--- src/rtl/spi_csdec_pkg.sv ---
package spi_csdec_pkg;
    localparam int DIV_W   = 8;
    localparam int DLY_W   = 4;
    localparam int CODE_W  = 3;
    localparam int BYTE_W  = 8;
    localparam int WDATA_W = 16;
    localparam int CPOL_BIT = DIV_W;
    localparam int CPHA_BIT = DIV_W + 1;
    localparam int DLY_LSB  = 12;

    typedef struct packed {
        logic [DLY_W-1:0] dly;
        logic             cpha;
        logic             cpol;
        logic [DIV_W-1:0] div;
    } cs_cfg_t;

    typedef enum logic [1:0] {
        ST_IDLE,
        ST_SETUP,
        ST_SHIFT,
        ST_HOLD
    } xfer_st_e;
endpackage

--- src/rtl/spi_cfg_bank.sv ---
module spi_cfg_bank
    import spi_csdec_pkg::*;
#(
    parameter int NUM_CFG = 4,
    parameter int ADDR_W  = 3
) (
    input  logic                clk,
    input  logic                rst_n,
    input  logic                wr_en,
    input  logic [ADDR_W-1:0]   wr_addr,
    input  logic [WDATA_W-1:0]  wr_data,
    input  logic [CODE_W-1:0]   sel_dev,
    output logic                dec_mode_o,
    output cs_cfg_t             sel_cfg_o
);
    localparam int IDX_W = $clog2(NUM_CFG);
    localparam logic [ADDR_W-1:0] MODE_ADDR = ADDR_W'(NUM_CFG);

    cs_cfg_t cfg_q [NUM_CFG];
    cs_cfg_t cfg_d [NUM_CFG];
    logic    mode_q, mode_d;
    cs_cfg_t wr_cfg;
    logic [IDX_W-1:0] rd_idx;

    always_comb begin
        wr_cfg.div  = wr_data[DIV_W-1:0];
        wr_cfg.cpol = wr_data[CPOL_BIT];
        wr_cfg.cpha = wr_data[CPHA_BIT];
        wr_cfg.dly  = wr_data[DLY_LSB +: DLY_W];
        mode_d = mode_q;
        for (int i = 0; i < NUM_CFG; i++) cfg_d[i] = cfg_q[i];
        if (wr_en) begin
            if (wr_addr == MODE_ADDR) mode_d = wr_data[0];
            else if (wr_addr < MODE_ADDR) cfg_d[wr_addr[IDX_W-1:0]] = wr_cfg;
        end
    end

    always_ff @(posedge clk or negedge rst_n) begin
        if (!rst_n) begin
            mode_q <= 1'b0;
            for (int i = 0; i < NUM_CFG; i++) cfg_q[i] <= '0;
        end else begin
            mode_q <= mode_d;
            for (int i = 0; i < NUM_CFG; i++) cfg_q[i] <= cfg_d[i];
        end
    end

    // Encoded mode groups peripherals by the top code bit: 0-3 -> slot 0, 4-6 -> slot 1
    assign rd_idx     = mode_q ? IDX_W'(sel_dev[CODE_W-1]) : sel_dev[IDX_W-1:0];
    assign sel_cfg_o  = cfg_q[rd_idx];
    assign dec_mode_o = mode_q;
endmodule

--- src/rtl/spi_cs_encoder.sv ---
module spi_cs_encoder
    import spi_csdec_pkg::*;
#(
    parameter int NUM_CS = 4
) (
    input  logic              clk,
    input  logic              rst_n,
    input  logic              active,
    input  logic              dec,
    input  logic [CODE_W-1:0] dev,
    output logic [NUM_CS-1:0] cs_n_o
);
    for (genvar g = 0; g < NUM_CS; g++) begin : g_line
        logic direct_sel;
        assign direct_sel = active && (dev == CODE_W'(g));
        if (g < CODE_W) begin : g_coded
            assign cs_n_o[g] = dec ? (!active || dev[g]) : !direct_sel;
        end else begin : g_spare
            assign cs_n_o[g] = dec ? 1'b1 : !direct_sel;
        end
    end

    a_r2_direct_onehot: assert property (@(posedge clk) disable iff (!rst_n)
        !dec |-> $onehot0(~cs_n_o));
endmodule

--- src/rtl/spi_csdec_master.sv ---
module spi_csdec_master
    import spi_csdec_pkg::*;
#(
    parameter int NUM_CS  = 4,
    parameter int NUM_CFG = 4,
    parameter int ADDR_W  = 3,
    parameter int END_DLY = 2
) (
    input  logic                clk,
    input  logic                rst_n,
    input  logic                reg_we,
    input  logic [ADDR_W-1:0]   reg_addr,
    input  logic [WDATA_W-1:0]  reg_wdata,
    input  logic                req_valid,
    output logic                req_ready,
    input  logic [CODE_W-1:0]   req_dev,
    input  logic [BYTE_W-1:0]   req_data,
    output logic                rsp_done,
    output logic [BYTE_W-1:0]   rsp_data,
    output logic                sclk,
    output logic                mosi,
    input  logic                miso,
    output logic [NUM_CS-1:0]   cs_n
);
    localparam int NUM_EDGES = 2 * BYTE_W;
    localparam int EDGE_W    = $clog2(NUM_EDGES);
    localparam logic [EDGE_W-1:0] LAST_EDGE = EDGE_W'(NUM_EDGES - 1);
    localparam logic [DIV_W-1:0]  TAIL_CNT  = DIV_W'(END_DLY - 1);
    localparam logic [CODE_W-1:0] IDLE_CODE = '1;

    typedef struct packed {
        xfer_st_e            st;
        logic [DIV_W-1:0]    cnt;
        logic [EDGE_W-1:0]   edges;
        logic [BYTE_W-1:0]   tx;
        logic [BYTE_W-1:0]   rx;
        logic                sclk;
        logic [CODE_W-1:0]   dev;
        logic                dec;
        cs_cfg_t             cfg;
        logic                done;
        logic [BYTE_W-1:0]   rdata;
    } xfer_t;

    xfer_t   q, d;
    logic    dec_mode;
    cs_cfg_t sel_cfg;
    logic    target_ok;
    logic    leading, sample_edge;

    spi_cfg_bank #(.NUM_CFG(NUM_CFG), .ADDR_W(ADDR_W)) u_cfg (
        .clk        (clk),
        .rst_n      (rst_n),
        .wr_en      (reg_we),
        .wr_addr    (reg_addr),
        .wr_data    (reg_wdata),
        .sel_dev    (req_dev),
        .dec_mode_o (dec_mode),
        .sel_cfg_o  (sel_cfg)
    );

    spi_cs_encoder #(.NUM_CS(NUM_CS)) u_enc (
        .clk    (clk),
        .rst_n  (rst_n),
        .active (q.st != ST_IDLE),
        .dec    (q.dec),
        .dev    (q.dev),
        .cs_n_o (cs_n)
    );

    assign target_ok   = dec_mode ? (req_dev != IDLE_CODE) : (int'(req_dev) < NUM_CS);
    assign leading     = !q.edges[0];
    assign sample_edge = leading ^ q.cfg.cpha;

    always_comb begin
        d = q;
        d.done = 1'b0;
        unique case (q.st)
            ST_IDLE: begin
                if (req_valid && target_ok) begin
                    d.st    = ST_SETUP;
                    d.dev   = req_dev;
                    d.dec   = dec_mode;
                    d.cfg   = sel_cfg;
                    d.cnt   = DIV_W'(sel_cfg.dly);
                    d.sclk  = sel_cfg.cpol;
                    d.tx    = req_data;
                    d.edges = '0;
                end
            end
            ST_SETUP: begin
                if (q.cnt == '0) begin
                    d.st  = ST_SHIFT;
                    d.cnt = q.cfg.div;
                end else begin
                    d.cnt = q.cnt - 1'b1;
                end
            end
            ST_SHIFT: begin
                if (q.cnt == '0) begin
                    d.cnt   = q.cfg.div;
                    d.sclk  = !q.sclk;
                    d.edges = q.edges + 1'b1;
                    if (sample_edge) d.rx = {q.rx[BYTE_W-2:0], miso};
                    else if (q.edges != '0) d.tx = {q.tx[BYTE_W-2:0], 1'b0};
                    if (q.edges == LAST_EDGE) begin
                        d.st  = ST_HOLD;
                        d.cnt = TAIL_CNT;
                    end
                end else begin
                    d.cnt = q.cnt - 1'b1;
                end
            end
            ST_HOLD: begin
                if (q.cnt == '0) begin
                    d.st    = ST_IDLE;
                    d.done  = 1'b1;
                    d.rdata = q.rx;
                end else begin
                    d.cnt = q.cnt - 1'b1;
                end
            end
            default: d.st = ST_IDLE;
        endcase
    end

    always_ff @(posedge clk or negedge rst_n) begin
        if (!rst_n) q <= '0;
        else        q <= d;
    end

    assign req_ready = (q.st == ST_IDLE);
    assign rsp_done  = q.done;
    assign rsp_data  = q.rdata;
    assign sclk      = q.sclk;
    assign mosi      = q.tx[BYTE_W-1];

    a_r11_done_releases: assert property (@(posedge clk) disable iff (!rst_n)
        rsp_done |-> (cs_n == '1));
    a_r11_done_pulse: assert property (@(posedge clk) disable iff (!rst_n)
        rsp_done |=> !rsp_done);
    a_r12_done_when_ready: assert property (@(posedge clk) disable iff (!rst_n)
        rsp_done |-> req_ready);
    a_r13_cs_stable: assert property (@(posedge clk) disable iff (!rst_n)
        (!req_ready && $past(!req_ready) && !rsp_done) |-> $stable(cs_n));
    a_r10_sclk_needs_select: assert property (@(posedge clk) disable iff (!rst_n)
        !$stable(sclk) |-> (cs_n != '1));
endmodule

--- config.mk ---
export PLATFORM = sky130hd
export DESIGN_NAME = spi_csdec_master
export DESIGN_NICKNAME = d
export VERILOG_FILES = /design/src/rtl/spi_csdec_pkg.sv /design/src/rtl/spi_cfg_bank.sv /design/src/rtl/spi_cs_encoder.sv /design/src/rtl/spi_csdec_master.sv
export SDC_FILE = /design/constraint.sdc
export NUM_CORES = 1
export LEC_CHECK = 0
export CAP_MARGIN = 40
export CELL_PAD_IN_SITES_DETAIL_PLACEMENT = 2
export CELL_PAD_IN_SITES_GLOBAL_PLACEMENT = 2
export CORE_MARGIN = 2
export CORE_UTILIZATION = 37
export CTS_BUF_LIST = sky130_fd_sc_hd__clkbuf_8
export DETAILED_ROUTE_END_ITERATION = 7
export PLACE_DENSITY_LB_ADDON = 0.1
export SETUP_SLACK_MARGIN = 0.1
export SLEW_MARGIN = 10
export SYNTH_ARGS = -nofsm -noshare
export SYNTH_HDL_FRONTEND = slang
export SYNTH_SLANG_ARGS = --single-unit
--- constraint.sdc ---
create_clock -name clk -period 1.8 [get_ports clk]
set_input_delay 0.18 -clock clk [delete_from_list [all_inputs] [get_ports clk]]
set_output_delay 0.18 -clock clk [all_outputs]
set_load 0.005 [all_outputs]
* Word-level counts from Yosys, hierarchy flattened *
Index checks and enable logic that the tools add are counted.

word-level totals
  register bits after elaboration = 115
  latch bits = 0
  RAM bits = 0
  bits in read-only memories = 0
  input bits = 35
  output and inout port bits = 16
  word-level logic and storage cells = 120
  memories = 0

cells by class
  add/subtract/negate cells = 2
  multipliers = 0
  divide/modulo/power cells = 0
  $lt $le $gt $ge = 5
  eq/ne operators = 17
  shifts and indexed selects = 0
  mux-type cells = 30
  bitwise logic cells = 4
  reductions and logical operators = 31

operator list
  operator                                                               count
  56-bit bitwise mux                                                     1
  8-bit two-way mux                                                      6
  14-bit two-way mux                                                     3
  10-bit case mux with 4 select lines                                    1
  14-bit binary-select mux with 2-bit select                             1
  14-bit demux with 2-bit select                                         1
  12-bit case mux with 2 select lines                                    1
  22-bit two-way mux                                                     1
  21-bit two-way mux                                                     1
  19-bit two-way mux                                                     1
  9-bit two-way mux                                                      2
  2-bit inequality test, second input constant                           7
  10-bit two-way mux                                                     1
  5-bit AND reduction                                                    2
  3-bit AND reduction                                                    3
  8-bit zero test                                                        1
  2-bit two-way mux                                                      4
  2-bit AND reduction                                                    4
  8-bit by 1-bit subtractor with 8-bit output, second input constant     1
  1-bit zero test                                                        7
  3-bit by 2-bit equality test with 1-bit output, second input constant  2
  3-bit greater-or-equal comparator, second input constant               2
  1-bit logical AND                                                      6
  3-bit less-than comparator, second input constant                      2
  19 further kinds                                                       28

* Depth between registers and ports, before layout *
Gate-level depths: netlist (run 1).

  depth after elaboration = 7
  gate-level depth with buffers = 8
  depth with buffers taken out = 7

* Hierarchy *
From an unflattened synthesis (run 1), not the netlist that was laid out.

unflattened totals
  cell total of the unflattened synthesis = 370
  area, all modules = 5,205.0 sq um

by module, submodules not included
  module            instances  cells an instance  area each (sq um)  seq. area each (sq um)
  spi_csdec_master  1          217                2,585.0            1,326.3
  spi_cfg_bank      1          143                2,561.2            1,426.4
  spi_cs_encoder    1          10                 58.8               0.0

* Least setup slack after synthesis (run 1) *
No wires, ideal clock.

  path kind = register to register
  start point = register q[48] in the netlist's numbering
  end point = register q[28] in the netlist's numbering
  setup time = 0.125 ns
  arrival = 1.786 ns
  data required time = 1.675 ns
  slack = -0.111 ns
  cell stages (with the launch flop) = 8
  buffers on the path = 0
  clock period less this slack = 1.911 ns
  cells stage by stage = dfrtp_1 > inv_1 > ha_1 > nor3b_2 > nand2_4 > nor2_4 > nand2_4 > mux2_4

on the way
  word-level cells in the longest chain between the ends = 2

ends and longest elaborated chain
  item                           RTL line                 text
  start: declaration             spi_csdec_master.sv:45   xfer_t q, d;
  start signal: assignment       spi_csdec_master.sv:128  if (!rst_n) q <= '0;
  start signal: assignment       spi_csdec_master.sv:129  else q <= d;
  8-bit zero test                spi_csdec_master.sv:100  if (q.cnt == '0) begin
  3-bit AND reduction (no line)  n/a

Every way passes these cells.
A chain may end at the register's enable or synchronous reset.

* Final worst setup path (run 1) *
  start point = register q[49] in the netlist's numbering
  end point = register q[52] in the netlist's numbering

on the way
  word-level cells in the longest chain between the ends = 3
  elaborated cells between the ends (all ways) = 8
  those cells by class = add/sub (1); eq/ne (1); mux (4); reduce/logical (2)

ends and longest elaborated chain
  item                                                                                   RTL line                 text
  8-bit by 1-bit subtractor with 8-bit output / 8-bit zero test (equally long branches)  n/a
  8-bit two-way mux (tied with other cells)                                              spi_csdec_master.sv:115  if (q.cnt == '0) begin
  10-bit case mux with 4 select lines / 2-bit AND reduction (equally long branches)      n/a

Several ways; a longest one is shown, not always the timed one. The select of a mux whose other input is x is not followed.

==> key figures, run 1 <==
Placed design
  – DP Area: 0.00644 sq mm
  – IO buf count: 48
  – Hpwl dp: 10200 um
  – Gp weighted congestion: 0.802

Power
  – Total power: 0.00534 W
  – Power density over the cells: 773 mW/mm^2
  – P_leak: 3.02 nW
  – Peak VDD IR: 0.000577 V

Synth
  – Yosys warns: 0
  – Post-synth top area share: 51.4%
  – Synth top area cells: dfrtp_1 51%, mux2_2 14%, mux4_2 5.5%
  – #FFs+latches synth: 110
  – Most frequent cell after synthesis: dfrtp_1
  – Register area share after synthesis: 51.4%
  – Synth top cells by count: 110 x dfrtp_1, 66 x mux2_2, 54 x nand2_1
  – Cell taking the most area after synthesis: dfrtp_1
  – Number of synthesized flops with an enable pin: 0
  – Net Count, Synth: 483
  – Synth unique cells: 54
  – Avg Cell Area, Syn: 12.1 sq um
  – Asr flop ratio synth: 100%
  – Main synth FF type: dfrtp_1
  – Gate Count Post-Synth: 444
  – Mapped Area: 0.00536 sq mm

Timing
  – Clock Skew: 0.0123 ns
  – Final min period: 1.89 ns
  – Final hold violations: 0
  – RSZ-0062 raised after global routing: true
  – Fmax: 530 MHz
  – Worst-Margin Slew: 0.518 ns
  – Final Worst Setup Slack: -0.0884 ns
  – Final period utilization: 105%
  – Final setup viols: 30
  – Fin. max-slew vios: 0
  – Slew headroom: 65.5%

Route
  – Wire per inst: 19.6 um
  – Vias after detailed routing: 3790
  – First-pass iteration count of the detailed router: 4
  – Routed Antenna Nets: 0
  – Initial DRC Count: 129
  – Via-to-Cell Ratio: 5.21
  – Remaining DRCs: 0
  – Total Routed Length: 14200 um

Setup path
  – Max FO, Critical Path: 7
  – CP top delay family: compound AO/OA/AOI/OAI gates
  – Critical Path Max Stage Delay: 0.41 ns
  – Crit path required time: 2.08 ns
  – CP Buf/Inv Count: 2
  – Crit path capture type: flop
  – Slowest CP cell: dfrtp_1
  – Crit Path Class: reg2reg
  – Crit start category: flop
  – Crit-path cells: inv_2 -> ha_4 -> nor3b_4 -> buf_6 -> nand2_8 -> mux2i_1 -> o221ai_2 -> a221o_1
  – WP data arrival: 2.16 ns

Final layout
  – Share of cells above drive strength 1: 42.4%
  – ANT cells: 0
  – Area of the multi-input gates: 0.00255 sq mm
  – Syn-to-layout area delta: 29.1%
  – Nets@finish: 582
  – Final instance area: 0.00692 sq mm
  – Filler Cell Count: 1392
  – Seq. cell area: 0.00275 sq mm

GRT
  – Global-route usage over all layers: 19.4%
  – Grt total ovfl: 0
  – Met3 Use GR: 4.25%
  – First-pass GRT wire length: 23700 um
  – Antenna violations before repair: 0
  – Pin count of the biggest net entering global routing: 40
  – GR Util met1: 23.8%
  – Met2 usage: 34.8%
  – Number of global-route vias before repair: 4385
  – Most Crowded Layer GR: met2

Floorplanning
  – Die Span Y: 124 um
  – I/O pin total: 51
  – Full die area: 0.0155 sq mm
  – Initial Util: 38.3%
  – Core area: 0.0140 sq mm
  – Rows: 43
  – Die width: 124 um

Worst hold path
  – Hold Path Class: in2async

Clock tree
  – Clock-pin slew on the worst setup and hold paths: 0.11 ns
  – CTS buffer count: 9
  – Root Driver: clkbuf_8
  – Htree depth: 3
  – Worst skew pair latency: 0.39 ns
  – CTS tree: done
  – Max Buffers Root-to-Sink: 2
  – Clock Sinks: 110

Job
  – Number of max-cap violations: 0

Outcome
  – Failing checks: negative setup slack
  – Status: finished with violations
==> final cells by class <==
cell class	count	share of cell area, %
repair buffers	120	16.7
well taps	180	3.26
inverters	12	0.688
clock buffers	9	1.79
clock inverters	6	0.887
flip-flops and latches	110	39.8
multi-input cells	290	36.9
==> worst reg2reg max path, cell delays in order, from the launching register on <==
cell      delay [ns]
dfrtp_1         0.41
inv_2           0.10
ha_4            0.14
nor3b_4         0.26
buf_6           0.16
nand2_8         0.07
mux2i_1         0.18
o221ai_2        0.12
a221o_1         0.33
==> worst paths after layout <==
kind,cells past startpoint,end,startpoint,slack [ns]
min reg2reg,1,mosi$_DFFE_PN0P_,mosi$_DFFE_PN0P_,0.51
max reg2reg,8,q[52]$_DFFE_PN0P_,q[49]$_DFFE_PN0P_,-0.09
max,8,q[52]$_DFFE_PN0P_,q[49]$_DFFE_PN0P_,-0.09
max in group asynchronous,3,q[9]$_DFFE_PN0P_,rst_n,0.89
min,2,q[41]$_DFFE_PN0P_,rst_n,0.30
min in group clk,3,q[36]$_DFFE_PN0P_,req_data[0],0.37
==> registers in the layout, indices dropped and copies added, names as in the netlist <==
register	flops
u_cfg.dec_mode_o	1
mosi	1
u_cfg.cfg_q	56
rsp_done	1
q	42
rsp_data	8
sclk	1
==> what timing repair did <==
item                       in CTS  in global routing
resized for setup              54                 28
pin swaps                       9                  5
hold buffers                    1                  0
setup endpoints to repair      56                 53
setup buffers                   6                  8
hold endpoints to repair       34                  0
==> cells in the final DEF (no fill, tap or decap), types with 6 or more instances in the layout <==
cell               n
nand3_1           10
nor2b_1            6
mux2_4             8
clkdlybuf4s50_1   42
clkbuf_8           9
buf_6             11
mux4_2            13
a21oi_1            8
buf_12             9
inv_1              8
o21a_1             7
mux2i_1            6
nor2_1            21
dfrtp_1          109
nand2_1           47
o22ai_1            7
nand2_2            7
o21ai_1            8
nor2_2             7
buf_4             52
mux2_2            66
==> kinds of logic after synthesis <==
group	Yosys count	share of synthesized area, %
and+or+nand+nor	124	11.7
DFF	110	51.4
muxes	94	22.9
AOI/OAI and AO/OA	64	8.29
buffers and inverters	44	4.07
adders and majority gates	5	1.14
xor gates and xnor gates	3	0.491
==> per-layer routing <==
| metal | share of wire, % | up-vias |
|---|---|---|
| li1 | - | 1762 |
| met1 | 44 | 1988 |
| met2 | 53 | 32 |
| met3 | 2.4 | 8 |
| met4 | 0.91 | 0 |
| met5 | 0 | - |
==> stage by stage <==
step	instances	hold WS [ns]	setup slack (ns)	setup TNS, ns	utilization, %
2_1_floorplan	444	-0.116	-0.0150	-0.160	-
3_3_place_gp	697	0.184	-0.173	-5.09	46.1
3_5_place_dp	697	0.184	-0.185	-6.68	46.1
4_1_cts	719	0.299	-0.112	-1.96	48.4
5_1_grt	727	0.319	-0.196	-5.32	49.4
6_report	727	0.295	-0.0884	-1.54	49.4
==> report_power, final <==
| part | total [W] | switching [W] | internal, W |
|---|---|---|---|
| sequential | 0.00292 | 0.000171 | 0.00275 |
| combinational | 0.000920 | 0.000336 | 0.000583 |
| clock | 0.00150 | 0.000867 | 0.000635 |
| total | 0.00534 | 0.00137 | 0.00397 |
Note: power is estimated with default switching activity, not from simulation.
==> inputs of run 2 (changes only) <==
SLEW_MARGIN = 20   (was 10)
==> results of run 2 <==
No change in the layout: final DEF, timing and power equal those of run 1.
